$ cat src/rtl/psync_pkg.sv
package psync_pkg;
  parameter int unsigned BYTE_W = 8;
  localparam int unsigned BCNT_W = $clog2(BYTE_W);

  typedef enum logic [2:0] {
    ST_IDLE  = 3'd0,
    ST_BLANK = 3'd1,
    ST_HUNT  = 3'd2,
    ST_DATA  = 3'd3,
    ST_ABORT = 3'd4
  } sync_st_e;

  // New bit enters at the top; after BYTE_W steps the first bit sits in bit 0.
  function automatic logic [BYTE_W-1:0] shift_lsb_first(input logic [BYTE_W-1:0] sr,
                                                        input logic b);
    return {b, sr[BYTE_W-1:1]};
  endfunction

  function automatic logic last_blank_bit(input int unsigned cnt, input int unsigned span);
    return (cnt == span - 1);
  endfunction

  function automatic logic last_byte_bit(input logic [BCNT_W-1:0] cnt);
    return (cnt == BCNT_W'(BYTE_W - 1));
  endfunction
endpackage

$ cat src/rtl/psync_blank.sv
module psync_blank import psync_pkg::*; #(
  parameter int unsigned BLANK_BITS = 16
) (
  input  logic clk,
  input  logic rst_n,
  input  logic start,
  input  logic step,
  output logic done_now
);
  localparam int unsigned CW = $clog2(BLANK_BITS + 1);

  logic [CW-1:0] cnt;

  initial assert (BLANK_BITS >= 2);

  assign done_now = step && last_blank_bit(int'(cnt), BLANK_BITS);

  always_ff @(posedge clk) begin
    if (!rst_n)        cnt <= '0;
    else if (start)    cnt <= CW'(1);
    else if (done_now) cnt <= '0;
    else if (step)     cnt <= cnt + CW'(1);
  end

  // the window counter never exceeds the window length
  p_blank_bound_r3: assert property (@(posedge clk) disable iff (!rst_n)
    int'(cnt) < BLANK_BITS);
endmodule

$ cat src/rtl/psync_pair.sv
module psync_pair (
  input  logic clk,
  input  logic rst_n,
  input  logic clear,
  input  logic step,
  input  logic bit_in,
  output logic hit_ones,
  output logic hit_zeros
);
  logic prev_bit;
  logic prev_ok;

  assign hit_ones  = step && prev_ok &&  prev_bit &&  bit_in;
  assign hit_zeros = step && prev_ok && !prev_bit && !bit_in;

  always_ff @(posedge clk) begin
    if (!rst_n || clear) begin
      prev_bit <= 1'b0;
      prev_ok  <= 1'b0;
    end else if (step) begin
      prev_bit <= bit_in;
      prev_ok  <= 1'b1;
    end
  end

  // a pair match needs a stored first bit from an earlier step
  p_pair_prev_r4: assert property (@(posedge clk) disable iff (!rst_n)
    (hit_ones || hit_zeros) |-> $past(step || prev_ok));
endmodule

$ cat src/rtl/psync_deser.sv
module psync_deser import psync_pkg::*; (
  input  logic              clk,
  input  logic              rst_n,
  input  logic              clear,
  input  logic              step,
  input  logic              bit_in,
  output logic [BYTE_W-1:0] data,
  output logic              byte_done,
  output logic              partial
);
  logic [BYTE_W-1:0] sr;
  logic [BCNT_W-1:0] cnt;
  logic [BYTE_W-1:0] sr_next;

  assign sr_next = shift_lsb_first(sr, bit_in);
  assign partial = (cnt != '0);

  always_ff @(posedge clk) begin
    if (!rst_n) begin
      sr        <= '0;
      cnt       <= '0;
      data      <= '0;
      byte_done <= 1'b0;
    end else begin
      byte_done <= 1'b0;
      if (clear) begin
        cnt <= '0;
      end else if (step) begin
        sr <= sr_next;
        if (last_byte_bit(cnt)) begin
          cnt       <= '0;
          data      <= sr_next;
          byte_done <= 1'b1;
        end else begin
          cnt <= cnt + BCNT_W'(1);
        end
      end
    end
  end

  // a byte strobe is never followed by another in the next clock
  p_byte_spaced_r9: assert property (@(posedge clk) disable iff (!rst_n)
    byte_done |=> !byte_done);
  // a byte completes only after a data step
  p_byte_from_step_r6: assert property (@(posedge clk) disable iff (!rst_n)
    byte_done |-> $past(step));
endmodule

$ cat src/rtl/psync_top.sv
module psync_top import psync_pkg::*; #(
  parameter int unsigned BLANK_BITS = 16
) (
  input  logic              clk,
  input  logic              rst_n,
  input  logic              bit_valid,
  input  logic              carrier,
  input  logic              rx_bit,
  output logic [BYTE_W-1:0] byte_data,
  output logic              byte_valid,
  output logic              frame_start,
  output logic              frame_end,
  output logic              pre_err,
  output logic              dribble
);
  sync_st_e state, state_nx;

  // named internal events
  logic ev_bit, ev_drop;
  logic blank_start, blank_step, blank_done;
  logic pair_clear, pair_step, hit_ones, hit_zeros;
  logic deser_clear, deser_step, deser_partial;

  assign ev_bit  = bit_valid &&  carrier;
  assign ev_drop = bit_valid && !carrier;

  assign blank_start = (state == ST_IDLE)  && ev_bit;
  assign blank_step  = (state == ST_BLANK) && ev_bit;
  assign pair_clear  = (state != ST_HUNT);
  assign pair_step   = (state == ST_HUNT)  && ev_bit;
  assign deser_clear = (state != ST_DATA);
  assign deser_step  = (state == ST_DATA)  && ev_bit;

  psync_blank #(.BLANK_BITS(BLANK_BITS)) u_blank (
    .clk      (clk),
    .rst_n    (rst_n),
    .start    (blank_start),
    .step     (blank_step),
    .done_now (blank_done)
  );

  psync_pair u_pair (
    .clk       (clk),
    .rst_n     (rst_n),
    .clear     (pair_clear),
    .step      (pair_step),
    .bit_in    (rx_bit),
    .hit_ones  (hit_ones),
    .hit_zeros (hit_zeros)
  );

  psync_deser u_deser (
    .clk       (clk),
    .rst_n     (rst_n),
    .clear     (deser_clear),
    .step      (deser_step),
    .bit_in    (rx_bit),
    .data      (byte_data),
    .byte_done (byte_valid),
    .partial   (deser_partial)
  );

  always_comb begin
    state_nx = state;
    unique case (state)
      ST_IDLE:  if (ev_bit)          state_nx = ST_BLANK;
      ST_BLANK: if (ev_drop)         state_nx = ST_IDLE;
                else if (blank_done) state_nx = ST_HUNT;
      ST_HUNT:  if (ev_drop)         state_nx = ST_IDLE;
                else if (hit_ones)   state_nx = ST_DATA;
                else if (hit_zeros)  state_nx = ST_ABORT;
      ST_DATA:  if (ev_drop)         state_nx = ST_IDLE;
      ST_ABORT: if (ev_drop)         state_nx = ST_IDLE;
      default:                       state_nx = ST_IDLE;
    endcase
  end

  always_ff @(posedge clk) begin
    if (!rst_n) begin
      state       <= ST_IDLE;
      frame_start <= 1'b0;
      frame_end   <= 1'b0;
      pre_err     <= 1'b0;
      dribble     <= 1'b0;
    end else begin
      state       <= state_nx;
      frame_start <= (state == ST_HUNT) && !ev_drop && hit_ones;
      pre_err     <= (state == ST_HUNT) && !ev_drop && hit_zeros;
      frame_end   <= (state == ST_DATA) && ev_drop;
      dribble     <= (state == ST_DATA) && ev_drop && deser_partial;
    end
  end

  // start of frame only comes out of the preamble search
  p_start_from_hunt_r4: assert property (@(posedge clk) disable iff (!rst_n)
    frame_start |-> $past(state == ST_HUNT));
  // dribble is only reported together with the frame end
  p_dribble_with_end_r7: assert property (@(posedge clk) disable iff (!rst_n)
    dribble |-> frame_end);
  // frame end only from the data phase
  p_end_from_data_r8: assert property (@(posedge clk) disable iff (!rst_n)
    frame_end |-> $past(state == ST_DATA));
  // an abort is never followed by a byte in the next clock
  p_no_byte_after_err_r5: assert property (@(posedge clk) disable iff (!rst_n)
    pre_err |=> !byte_valid);
  // frame-level strobes last a single clock
  p_start_single_r9: assert property (@(posedge clk) disable iff (!rst_n)
    frame_start |=> !frame_start);
  p_end_single_r9: assert property (@(posedge clk) disable iff (!rst_n)
    frame_end |=> !frame_end);
  // unstrobed clocks leave the state untouched
  p_idle_clock_r2: assert property (@(posedge clk) disable iff (!rst_n)
    !$past(bit_valid) && $past(rst_n) |-> $stable(state));
endmodule

$ cat config.mk
export PLATFORM = sky130hd
export DESIGN_NAME = psync_top
export DESIGN_NICKNAME = d
export VERILOG_FILES = /design/src/rtl/psync_pkg.sv /design/src/rtl/psync_blank.sv /design/src/rtl/psync_pair.sv /design/src/rtl/psync_deser.sv /design/src/rtl/psync_top.sv
export SDC_FILE = /design/constraint.sdc
export NUM_CORES = 1
export LEC_CHECK = 0
export BUFFER_PORTS_ARGS = -buffer_cell sky130_fd_sc_hd__buf_4
export CORE_MARGIN = 5
export CORE_UTILIZATION = 55
export DETAILED_ROUTE_END_ITERATION = 6
export PLACE_DENSITY = 0.76
export SYNTH_ARGS = -nofsm -noshare
export SYNTH_HDL_FRONTEND = slang
export SYNTH_HIERARCHICAL = 1
export SYNTH_SLANG_ARGS = --single-unit
$ cat constraint.sdc
create_clock -name clk -period 5.8 [get_ports clk]
set_clock_uncertainty 0.15 [all_clocks]
set_input_delay 1.74 -clock clk [delete_from_list [all_inputs] [get_ports clk]]
set_output_delay 1.74 -clock clk [all_outputs]
set_load 0.02 [all_outputs]
-- Yosys cells after proc, flatten, opt, wreduce, memory -nomap -nowiden
Index checks and enable logic that the tools add are counted.
- register bits: 34
- output and inout port bits: 13
- word-level logic and storage cells: 76
- input port bits: 5
- eq/ne operators: 12
- bitwise operators: 3
- reductions and logical operators: 33
- $add $sub $neg: 2
- mux-type cells: 13
- operator list (operator ; count):
    two-way mux 3 bit ; 8
    logical AND 1 bit ; 17
    one-hot mux 3 bit (4 select lines) ; 1
    == test 3 x 2 -> 1 bit, second input constant ; 2
    == test 3 bit, second input constant ; 2
    != test 3 x 2 -> 1 bit, second input constant ; 2
    nonzero test 3 bit ; 2
    OR reduction 3 bit ; 2
    adder 5 x 1 -> 5 bit, second input constant ; 1
    == test 5 x 4 -> 1 bit, second input constant ; 1
    logical NOT 1 bit ; 5
    two-way mux 1 bit ; 4
    != test 4 bit, second input constant ; 1
    AND reduction 4 bit ; 1
    OR reduction 2 bit ; 2
    adder 3 x 1 -> 3 bit, second input constant ; 1
    == test 3 x 1 -> 1 bit, second input constant ; 1
    logical NOT 3 bit ; 1
    != test 3 bit, second input constant ; 1
    NOT 1 bit ; 3
    AND reduction 3 bit ; 1
    != test 2 x 1 -> 1 bit, second input constant ; 1
    != test 2 bit, second input constant ; 1
    AND reduction 2 bit ; 1
    logical OR 1 bit ; 1

-- Longest topological paths before layout
Gate-level depths: netlist of the first run.
- word-level depth: 9
- depth in mapped cells: 8

-- Cells and area by module
The synthesis of the first run kept the hierarchy.
- by module, submodules not included (module ; instances ; area each (µm²) ; cells an instance ; seq. area each (µm²)):
    psync_deser ; 1 ; 775.7 ; 89 ; 380.4
    psync_top ; 1 ; 370.4 ; 44 ; 140.1
    psync_blank ; 1 ; 254.0 ; 25 ; 100.1
    psync_pair ; 1 ; 83.8 ; 11 ; 40.0

-- Worst setup path after synthesis of the first run
OpenSTA, ideal clock, no wires.
- kind: input-to-reg
- start point: in bit_valid
- end point: reg state[2]
- path buffers: 1
- stages on the path: 8
- required time: 5520 ps
- arrival time: 2865 ps
- setup slack: 2655 ps
- cell sequence: nand3b_1 > nor3b_1 > buf_6 > and2_4 > and2b_1 > o21ai_0 > o211ai_1 > o21ai_0
- RTL lines (element ; RTL line ; RTL):
    from (decl) ; psync_top.sv:6 ; input logic bit_valid,
    logical AND 1 bit ; psync_top.sv:24 ; assign ev_bit = bit_valid && carrier;
    logical AND 1 bit ; psync_top.sv:28 ; assign blank_step = (state == ST_BLANK) && ev_bit;
    via blank_step ; psync_top.sv:20 ; logic blank_start, blank_step, blank_done;
    logical AND 1 bit ; psync_blank.sv:16 ; assign done_now = step && last_blank_bit(int'(cnt), BLANK_BITS);
    via blank_done ; psync_top.sv:20 ;
    != test 3 bit (no source line) ; n/a ;
    AND reduction 4 bit (no source line) ; n/a ;
    to (signal assigned) ; psync_top.sv:86 ; state <= state_nx;
    to (decl) ; psync_top.sv:16 ; sync_st_e state, state_nx;
The timed path passes the listed nets, and every way through them passes these cells.
A chain may end at the register's enable or synchronous reset.

-- Worst setup path after layout of the first run
Ends and elaborated chain as after synthesis.

==> reports/qor.csv, run 1 <==
metric,value,unit
synth-edff-count,0,
wirelength,2580,µm
synth_ff_type,dfxtp_1,
ys_ff_latch,33,
clockRootBuffer,clkbuf_4,
yosys.area.top_type,dfxtp_1,
fillers,214,
critical_path_peak_fanout,7,
synthesis.nets,179,
die_y,61.9,µm
p_leak,0.675,nW
track_usage,0.161,
grt_pass1_vias,1057,
drive_gt1_frac,0.176,
synth_cell_types,40,
cp_slowest_stage_delay,0.76,ns
critPathTopFamily,simple AND/OR/NAND/NOR gates,
total_power,424,µW
synth_cells,169,
hold_class,flip-flop to flip-flop,
yosys_warnings,6,
path_class,input port to flip-flop,
holdWs,0.301,ns
area.growth.synth_to_final,13.2,%
period_minus_slack,3.53,ns
fin_nets,196,
worstPathCellList,"buf_4, nand3b_1, nor3b_1, and2_4, and2b_1, o21ai_0, o211ai_1, o21ai_0",
cts_max_level,2,
slew_headroom,0.422,
overflow,0,
place_inst,209,
ff2ff_setup_slack,3.30,ns
tightest_slew,0.865,ns
crit_top_cell,o21ai_0,
end_kind,flip-flop,
via_per_inst,5.42,
cts_inserted_buffers,5,
cp_slowest_cell,nor3b_1,
drcViolationCount,0,
initial_core_util,0.588,
critical_path_required,5.86,ns
finalNonFillerCells,217,
synth_top_area_frac,0.445,
avgSynthCellArea,8.78,µm²
hold_viol_final,0,
ys_seq_area_frac,0.445,
power_density,252,nW/µm²
grt_pass1_wl,4480,µm
io_buffer_count,17,
dp_hpwl,1910,µm
cts_tree,built,
clkTransAtPathRegs,0.09,ns
via_count,1176,
max_cap_violations,0,
cts_resized,0,
gp_congestion,0.860,
cts.sinks,33,
final.period_utilization,0.609,
outcome,completed,
clk_latency,0.33,ns
antenna_found_initial,0,
post_cts_buffers,0,
cts_hold_buffers,0,
coreArea,2520,µm²
finish.utilization,0.666,
setup-tns-final,0,ns
clockBufferDepth,2,
rsz0062_at_grt,no,
detail-route-antenna-nets,0,
grt_max_degree,33,
synth.area.top_cells,"dfxtp_1, nand2_1, nand3_1",
die_x,61.9,µm
synthArstFlopShare,0,
cp.buffers_inverters,1,
irDropWorstVdd,0.000281,V
die_area,3840,µm²
fmax,0.283,GHz
wl_per_cell,11.9,µm
synth_area,1480,µm²
first_iter_violations,47,
worstPathArrival,3.59,ns
final_max_slew_viol_count,0,
dr.pass1.iters,4,
antenna_cells,0,
finalSetupViolCount,0,
start_kind,input port,
io_pins,18,
rows,18,
metal layers:
layer / track usage / wire, µm
met2: 0.260 / 1260
met3: 0.0682 / 153
met5: 0 / 0
met4: 0.0758 / 44
met1: 0.183 / 1120
layout by cell type (no fill, tap or decap), drive strengths merged:
| cell | synthesis | routed |
|---|---|---|
| dfxtp | 33 | 33 |
| nand2 | 31 | 31 |
| nand3 | 17 | 17 |
| buf | 6 | 17 |
| nor2 | 14 | 14 |
| a21boi | 7 | 7 |
| clkbuf | 1 | 7 |
| nand2b | 6 | 6 |
| ha | 5 | 5 |
| nor3 | 5 | 5 |
| and2 | 5 | 5 |
| inv | 4 | 4 |
| nand3b | 3 | 3 |
| o21ai | 3 | 3 |
| mux2i | 3 | 3 |
| or3b | 3 | 3 |
| and2b | 3 | 3 |
| nor3b | 2 | 2 |
| xor2 | 2 | 2 |
| a21oi | 2 | 2 |
| o211ai | 2 | 2 |
| a211oi | 2 | 2 |
| or2 | 1 | 1 |
| or2b | 1 | 1 |
| nor2b | 1 | 1 |
| o2bb2ai | 1 | 1 |
| a32oi | 1 | 1 |
| bufinv | 0 | 1 |
| and3 | 1 | 1 |
| mux2 | 1 | 1 |
| o21a | 1 | 1 |
| nand4 | 1 | 1 |
| and3b | 1 | 1 |
path summary, 6_finish.rpt:
check	cells past startpoint	startpoint	end
setup / recovery	8	bit_valid	state[2]$_SDFFE_PN0P_
hold / removal	2	u_deser/data[1]$_SDFFE_PN0P_	u_deser/data[1]$_SDFFE_PN0P_
setup reg to reg	7	state[2]$_SDFFE_PN0P_	state[2]$_SDFFE_PN0P_
hold reg to reg	2	u_deser/data[1]$_SDFFE_PN0P_	u_deser/data[1]$_SDFFE_PN0P_
state kept, by name (all words and copies together) (netlist names):
register and flops:
state 3, u_deser/data 8, u_pair/prev_bit 1, u_deser/cnt 3
u_deser/byte_done 1, pre_err 1, frame_end 1, frame_start 1
dribble 1, u_deser/sr 7, u_pair/prev_ok 1, u_blank/cnt 5
cells in the mapped netlist (all sizes together), types with 2 or more instances:
master / instances
a21oi: 2
and2b: 3
o21ai: 3
ha: 5
a211oi: 2
or3b: 3
and2: 5
a21boi: 7
nor3b: 2
o211ai: 2
nor2: 14
buf: 6
nor3: 5
nand3: 17
mux2i: 3
nand3b: 3
dfxtp: 33
nand2b: 6
nand2: 31
xor2: 2
inv: 4
power breakdown:
group	leakage [nW]	switching, mW	internal, mW
Combinational	0.363	0.00969	0.00739
Sequential	0.266	0.00262	0.228
Clock	0.0455	0.0731	0.103
Total	0.675	0.0854	0.338
tightest hold or removal path: stages (launching register included):
cell and delay [ns]:
dfxtp_1 0.32, nand3_1 0.06, nand2_1 0.04
logic make-up (layout without fill, tap and decap cells):
family | Yosys count | in the layout | share of synthesized area
AND/OR/NAND/NOR | 95 | 95 | 0.330
flip-flops | 33 | 33 | 0.445
AO/OA/AOI/OAI | 19 | 19 | 0.0961
buffers and inverters | 11 | 29 | 0.0472
adder cells (fa/ha/maj) | 5 | 5 | 0.0422
multiplexers | 4 | 4 | 0.0278
XOR/XNOR | 2 | 2 | 0.0118
cell type report:
| class | instances | area (µm²) | share of cell area |
|---|---|---|---|
| Clock buffer | 7 | 55.1 | 0.0328 |
| Clock inverter | 1 | 30.0 | 0.0179 |
| Inverter | 4 | 15.0 | 0.00894 |
| Multi-Input combinational cell | 125 | 753 | 0.449 |
| Sequential cell | 33 | 661 | 0.393 |
| Tap cell | 30 | 37.5 | 0.0224 |
| Timing Repair Buffer | 17 | 128 | 0.0760 |
stage by stage:
step / cell area (µm²) / setup slack [ns]
floorplan: 1480 / 2.66
global placement: 1590 / 2.08
detailed placement: 1590 / 1.94
CTS: 1680 / 2.29
global route: 1680 / 2.09
finish: 1680 / 2.27
No activity file was read; power rests on OpenSTA's default activity.
==> run 2, diff against run 1 <==
Clock period 5.8 ns to 3.4 ns, I/O delays scaled along.
==> run 2 against run 1 <==
- sequential share of layout area down 0.18 points
- worst setup slack worse by 1.2 ns
- register-to-register slack got worse by 2.0 ns
- die area did not move
- critical endpoint is now state[0]$_SDFFE_PN0P_
==> reports/qor.csv, run 2 (synthesis results as in run 1) <==
metric,value,unit,change
power_density,429,nW/µm²,was 252 nW/µm²
wl_per_cell,12.1,µm,was 11.9 µm
end_kind,flip-flop,,unchanged
antenna_cells,0,,unchanged
path_class,input port to flip-flop,,unchanged
dp_hpwl,2040,µm,was 1910 µm
cts_resized,0,,unchanged
cts_hold_buffers,0,,unchanged
cts.sinks,33,,unchanged
irDropWorstVdd,0.000469,V,was 0.000281 V
largest_register_ffs,8,,unchanged
final_max_slew_viol_count,0,,unchanged
hold_class,flip-flop to flip-flop,,unchanged
startpoint,bit_valid,,unchanged
wirelength,2630,µm,was 2580 µm
die_x,61.9,µm,unchanged
r2r_start,state[1]$_SDFFE_PN0P_,,was state[2]$_SDFFE_PN0P_
die_area,3840,µm²,unchanged
largestRegisters,"u_deser/data x8, u_deser/sr x7, u_blank/cnt x5",,unchanged
critical_path_required,3.52,ns,was 5.86 ns
final_common_cell,dfxtp_1,,unchanged
max_cap_violations,0,,unchanged
clockRootBuffer,clkbuf_4,,unchanged
p_leak,0.680,nW,was 0.675 nW
grt.met2_usage,0.284,,was 0.260
final.period_utilization,0.693,,
cp_slowest_stage_delay,0.30,ns,was 0.76 ns
via_count,1161,,was 1176
finalSetupViolCount,0,,unchanged
setup-tns-final,0,ns,unchanged
post_cts_buffers,0,,unchanged
slew_headroom,0.697,,was 0.422
total_power,724,µW,was 424 µW
r2r_end,state[0]$_SDFFE_PN0P_,,was state[2]$_SDFFE_PN0P_
start_kind,input port,,unchanged
grt_pass1_vias,1130,,was 1057
critical_path_peak_fanout,5,,was 7
io_buffer_count,17,,unchanged
tightest_slew,0.452,ns,was 0.865 ns
cts_inserted_buffers,5,,unchanged
rows,18,,unchanged
drive_gt1_frac,0.181,,was 0.176
overflow,0,,unchanged
dr.pass1.iters,4,,unchanged
holdCritStartpoint,u_deser/data[1]$_SDFFE_PN0P_,,unchanged
critPathTopFamily,simple AND/OR/NAND/NOR gates,,unchanged
cts_tree,built,,unchanged
worstPathCellList,"buf_4, nand3b_1, nor2_1, nand2_1, nor2_1, nand2_1, a211oi_1, o2bb2ai_1",,"was buf_4, nand3b_1, nor3b_1, and2_4, and2b_1, o21ai_0, o211ai_1, o21ai_0"
fmax,0.424,GHz,
place_inst,210,,was 209
track_usage,0.161,,about the same
io_pins,18,,unchanged
regMostFlops,u_deser/data,,unchanged
detail-route-antenna-nets,0,,unchanged
die_y,61.9,µm,unchanged
outcome,completed,,unchanged
initial_core_util,0.588,,unchanged
gp_congestion,0.913,,was 0.860
clk_latency,0.33,ns,about the same
grt_pass1_wl,4510,µm,was 4480 µm
grt.busiest_layer,met2,,unchanged
met1_usage,0.169,,was 0.183
cp_slowest_cell,a211oi_1,,was nor3b_1
first_iter_violations,63,,was 47
path_depth,8,,unchanged
rr_worst_depth,7,,unchanged
ff2ff_setup_slack,1.26,ns,was 3.30 ns
via_per_inst,5.33,,was 5.42
antenna_found_initial,0,,unchanged
cts_max_level,2,,unchanged
endpoint,state[0]$_SDFFE_PN0P_,,was state[2]$_SDFFE_PN0P_
coreArea,2520,µm²,unchanged
met3_usage,0.0517,,was 0.0682
clkTransAtPathRegs,0.09,ns,about the same
rsz0062_at_grt,no,,unchanged
hold_viol_final,0,,unchanged
fin_nets,197,,was 196
most-common-layout-cells,"dfxtp_1, nand2_1, buf_4, nand3_1, nor2_1",,"was dfxtp_1, nand2_1, nand3_1, buf_4, nor2_1"
period_minus_slack,2.36,ns,
worstPathArrival,2.47,ns,was 3.59 ns
clockBufferDepth,2,,unchanged
grt_max_degree,33,,unchanged
cp.buffers_inverters,1,,unchanged
area.growth.synth_to_final,13.7,%,was 13.2%
drcViolationCount,0,,unchanged
finalNonFillerCells,218,,was 217
==> run 2: cell types whose count changed in the layout (fill, tap and decap cells not counted) <==
cell / change
buf_4: +1
==> run 2: stage by stage <==
stage | setup WS (ns) | hold WS, ns | cell area, µm² | utilization
6_report | 1.04 | 0.305 | 1690 | 0.669
5_1_grt | 0.925 | 0.330 | 1690 | 0.669
4_1_cts | 1.03 | 0.311 | 1690 | 0.669
3_5_place_dp | 0.693 | 0.296 | 1600 | 0.635
3_3_place_gp | 0.787 | 0.289 | 1600 | 0.635
2_1_floorplan | 0.975 | 0.284 | 1480 | -
==> run 2: cell type report <==
type                            instances  area (µm²)
Sequential cell                        33         661
Fill cell                             208         836
Clock buffer                            7        55.1
Tap cell                               30        37.5
Multi-Input combinational cell        125         753
Clock inverter                          1        30.0
Timing Repair Buffer                   18         135
Inverter                                4        15.0
==> run 2: layer usage <==
metal / share of wire / wire, µm
met3: 0.066 / 174
met1: 0.43 / 1130
met5: 0 / 0
met4: 0.020 / 52
met2: 0.49 / 1280
==> run 2: how the worst min path moves through the flow <==
stage,endpoint,slack [ns],cells after the start
6_report,u_deser/data[1]$_SDFFE_PN0P_,0.30,2
2_1_floorplan,u_deser/data[0]$_SDFFE_PN0P_,0.28,2
3_3_place_gp,u_deser/data[2]$_SDFFE_PN0P_,0.29,2
4_1_cts,u_deser/data[3]$_SDFFE_PN0P_,0.31,2
5_1_grt,u_deser/sr[1]$_SDFFE_PN0P_,0.33,2
3_5_place_dp,u_deser/data[3]$_SDFFE_PN0P_,0.30,2
==> run 2: worst min-delay path: stages, from the launching register on <==
cell and delay (ns):
dfxtp_1 0.32, nand3_1 0.06, nand2_1 0.04
==> run 2: power breakdown <==
| group | internal, mW | switching, mW |
|---|---|---|
| logic | 0.0129 | 0.0160 |
| clock network | 0.176 | 0.126 |
| registers | 0.389 | 0.00455 |
| total | 0.577 | 0.147 |
==> run 3, diff against run 2 <==
Settings changed: ABC_AREA from default to 1, CORE_UTILIZATION 55 to 51, PLACE_DENSITY 0.76 to 0.74.
Clock period 3.4 ns to 2 ns, I/O delays scaled along.
==> run 3 against run 2 <==
- cell count up 26%
- clock-buffer cell count unchanged
- via count up 14%
- total power up 98%
- largest cell class unchanged
- largest power group unchanged
==> reports/qor.csv, run 3 <==
metric,value,unit,change
outcome,completed,,unchanged
critical_path_peak_fanout,3,,was 5
grt_pass1_vias,1155,,was 1130
cp.buffers_inverters,3,,was 1
cts_inserted_buffers,5,,unchanged
synth_cell_types,27,,was 40
regMostFlops,u_deser/data,,unchanged
avgSynthCellArea,7.06,µm²,was 8.78 µm²
dp_hpwl,2110,µm,was 2040 µm
synth_cells,215,,was 169
start_kind,flip-flop,,was input port
p_int,984,µW,was 577 µW
max_cap_violations,0,,unchanged
synth_most_common_cell,nand2_1,,was dfxtp_1
final_max_slew_viol_count,0,,unchanged
end_kind,flip-flop,,unchanged
overflow,0,,unchanged
worstPathCellList,"ha_1, and3_1, ha_1, nand2_2, inv_1, inv_1, nand2_1, nor2_2, clkinv_1, nand2_1, nor2_2, nor2_1, nor2_1",,"was buf_4, nand3b_1, nor2_1, nand2_1, nor2_1, nand2_1, a211oi_1, o2bb2ai_1"
antenna_found_initial,0,,unchanged
cp_slowest_stage_delay,0.33,ns,was 0.30 ns
critical_path_required,2.08,ns,was 3.52 ns
grt_max_degree,26,,was 33
cts.sinks,33,,unchanged
coreArea,2810,µm²,was 2520 µm²
dr.pass1.iters,4,,unchanged
wl_per_cell,10.1,µm,was 12.1 µm
synthesis.nets,225,,was 179
clk_latency,0.32,ns,was 0.33 ns
fillers,260,,was 208
detail-route-antenna-nets,0,,unchanged
placed_area,1700,µm²,was 1600 µm²
drcViolationCount,0,,unchanged
io_buffer_count,17,,unchanged
die_area,4170,µm²,was 3840 µm²
track_usage,0.151,,was 0.161
io_pins,18,,unchanged
post_synth_most_frequent_cells,"nand2_1, nor2_1, dfxtp_1",,"was dfxtp_1, nand2_1, nand3_1"
clockBufferDepth,2,,unchanged
largest_register_ffs,8,,unchanged
rows,19,,was 18
yosys.area.top_type,dfxtp_1,,unchanged
ys_ff_latch,33,,unchanged
holdCritStartpoint,u_deser/sr[2]$_SDFFE_PN0P_,,was u_deser/data[1]$_SDFFE_PN0P_
clkTransAtPathRegs,0.09,ns,about the same
via_per_inst,4.81,,was 5.33
ys_seq_area_frac,0.435,,was 0.445
cts_max_level,2,,unchanged
die_y,64.6,µm,was 61.9 µm
via_count,1318,,was 1161
p_leak,0.849,nW,was 0.680 nW
whs_path_depth,2,,unchanged
final_area,1780,µm²,was 1690 µm²
synth_ff_type,dfxtp_1,,unchanged
gp_congestion,0.829,,was 0.913
largestRegisters,"u_deser/data x8, u_deser/sr x7, u_blank/cnt x5",,unchanged
hold_viol_final,0,,unchanged
fin_nets,253,,was 197
rr_worst_depth,13,,was 7
first_iter_violations,45,,was 63
cts_tree,built,,unchanged
tightest_slew,0.479,ns,was 0.452 ns
clkPwrFrac,0.256,,was 0.417
grt_pass1_wl,4830,µm,was 4510 µm
fmax,0.542,GHz,
p_seq_frac,0.505,,was 0.543
final.period_utilization,0.922,,
synth.area.top_cells,"dfxtp_1, nand2_1, nor2_1",,"was dfxtp_1, nand2_1, nand3_1"
yosys_warnings,6,,unchanged
cts_hold_buffers,0,,unchanged
synth_area,1520,µm²,was 1480 µm²
synth_top_area_frac,0.435,,was 0.445
synthArstFlopShare,0,,unchanged
path_class,flip-flop to flip-flop,,was input port to flip-flop
r2r_end,state[2]$_SDFFE_PN0P_,,was state[0]$_SDFFE_PN0P_
initial_core_util,0.541,,was 0.588
synth-edff-count,0,,unchanged
power_density,808,nW/µm²,was 429 nW/µm²
cp_slowest_cell,dfxtp_2,,was a211oi_1
setup_ws,0.157,ns,was 1.04 ns
holdWs,0.314,ns,was 0.305 ns
whs_endpoint,u_deser/data[1]$_SDFFE_PN0P_,,unchanged
antenna_cells,0,,unchanged
combPwrFrac,0.240,,was 0.040
die_x,64.6,µm,was 61.9 µm
r2r_start,u_blank/cnt[0]$_SDFFE_PN0P_,,was state[1]$_SDFFE_PN0P_
drive_gt1_frac,0.206,,was 0.181
wirelength,2780,µm,was 2630 µm
critPathTopFamily,simple AND/OR/NAND/NOR gates,,unchanged
post-place-ws,0.0352,ns,was 0.693 ns
area.growth.synth_to_final,17.1,%,was 13.7%
ff2ff_setup_slack,0.16,ns,was 1.26 ns
slew_headroom,0.678,,was 0.697
hold_class,flip-flop to flip-flop,,unchanged
clockRootBuffer,clkbuf_4,,unchanged
period_minus_slack,1.84,ns,
netSwitchingPower,453,µW,was 147 µW
most-common-layout-cells,"nand2_1, nor2_1, dfxtp_1, inv_1, buf_4",,"was dfxtp_1, nand2_1, buf_4, nand3_1, nor2_1"
finalSetupViolCount,0,,unchanged
final_common_cell,nand2_1,,was dfxtp_1
swShare,0.315,,was 0.203
irDropWorstVdd,0.000575,V,was 0.000469 V
worstPathArrival,1.92,ns,was 2.47 ns
run 3: changes by cell type after synthesis, sizes merged, moves of 4 or more:
cell / change
nor2: +34
inv: +25
nand2: +23
a21boi: -7
nand2b: -6
o21ai: +6
a21oi: +4
and2: -4
run 3: how the worst max path moves through the flow:
stage               slack [ns]               endpoint  depth (start not counted)                         from
global placement          0.05  state[2]$_SDFFE_PN0P_                         12                    bit_valid
global route           -0.0008  state[0]$_SDFFE_PN0P_                         13  u_blank/cnt[0]$_SDFFE_PN0P_
detailed placement        0.04  state[2]$_SDFFE_PN0P_                         12                    bit_valid
CTS                       0.16  state[1]$_SDFFE_PN0P_                         13  u_blank/cnt[0]$_SDFFE_PN0P_
finish                    0.16  state[2]$_SDFFE_PN0P_                         13  u_blank/cnt[0]$_SDFFE_PN0P_
floorplan                 0.15  state[2]$_SDFFE_PN0P_                         11                    bit_valid
run 3: stage by stage:
| stage | setup TNS, ns | power, mW | instances | util |
|---|---|---|---|---|
| after floorplan | 0 | 1.01 | 215 | - |
| after global placement | 0 | 1.07 | 265 | 0.606 |
| after detailed placement | 0 | 1.07 | 265 | 0.606 |
| after CTS | 0 | 1.44 | 272 | 0.626 |
| after global routing | -0.000799 | 1.54 | 274 | 0.634 |
| final | 0 | 1.44 | 274 | 0.634 |
run 3: final cells by class:
| class | instances | area (µm²) | share of cell area |
|---|---|---|---|
| multi-input combinational | 149 | 728 | 0.410 |
| sequential | 33 | 663 | 0.373 |
| timing repair buffer | 24 | 180 | 0.101 |
| inverter | 30 | 113 | 0.0633 |
| clock buffer | 7 | 55.1 | 0.0310 |
| tap | 31 | 38.8 | 0.0218 |
run 3: worst min-delay path, cell delays in order, from the launching register on:
cell and delay [ns]:
dfxtp_1 0.33, nand2_1 0.06, nand2_1 0.04
run 3: cells by family (layout without fill, tap and decap cells):
family	after synthesis	count (layout)	share of synthesized area
AOI/OAI and AO/OA	15	15	0.0519
and+or+nand+nor	128	128	0.378
xor gates and xnor gates	1	1	0.00577
DFF	33	33	0.435
adders and majority gates	5	5	0.0412
buffers and inverters	33	61	0.0882
run 3: what timing repair did:
action | CTS | global route
endpoints found under the hold margin | 0 | 0
buffers inserted | 0 | 2
setup endpoints to repair | 0 | 3
resized for setup | 0 | 5
run 3: power groups by stage:
stage	sequential, mW	clock [mW]	combinational [mW]
floorplan	0.724	0	0.281
global placement	0.738	0	0.328
detailed placement	0.738	0	0.328
CTS	0.723	0.387	0.329
global route	0.729	0.424	0.391
finish	0.726	0.367	0.344
run 3: metal layers:
layer  GRT usage  vias to the layer above  part of all wire
met1       0.190                      571              0.51
met2       0.219                       24              0.42
met3      0.0708                        4             0.049
met5           0                        -                 0
met4      0.0712                        0             0.015
li1            -                      719                 -
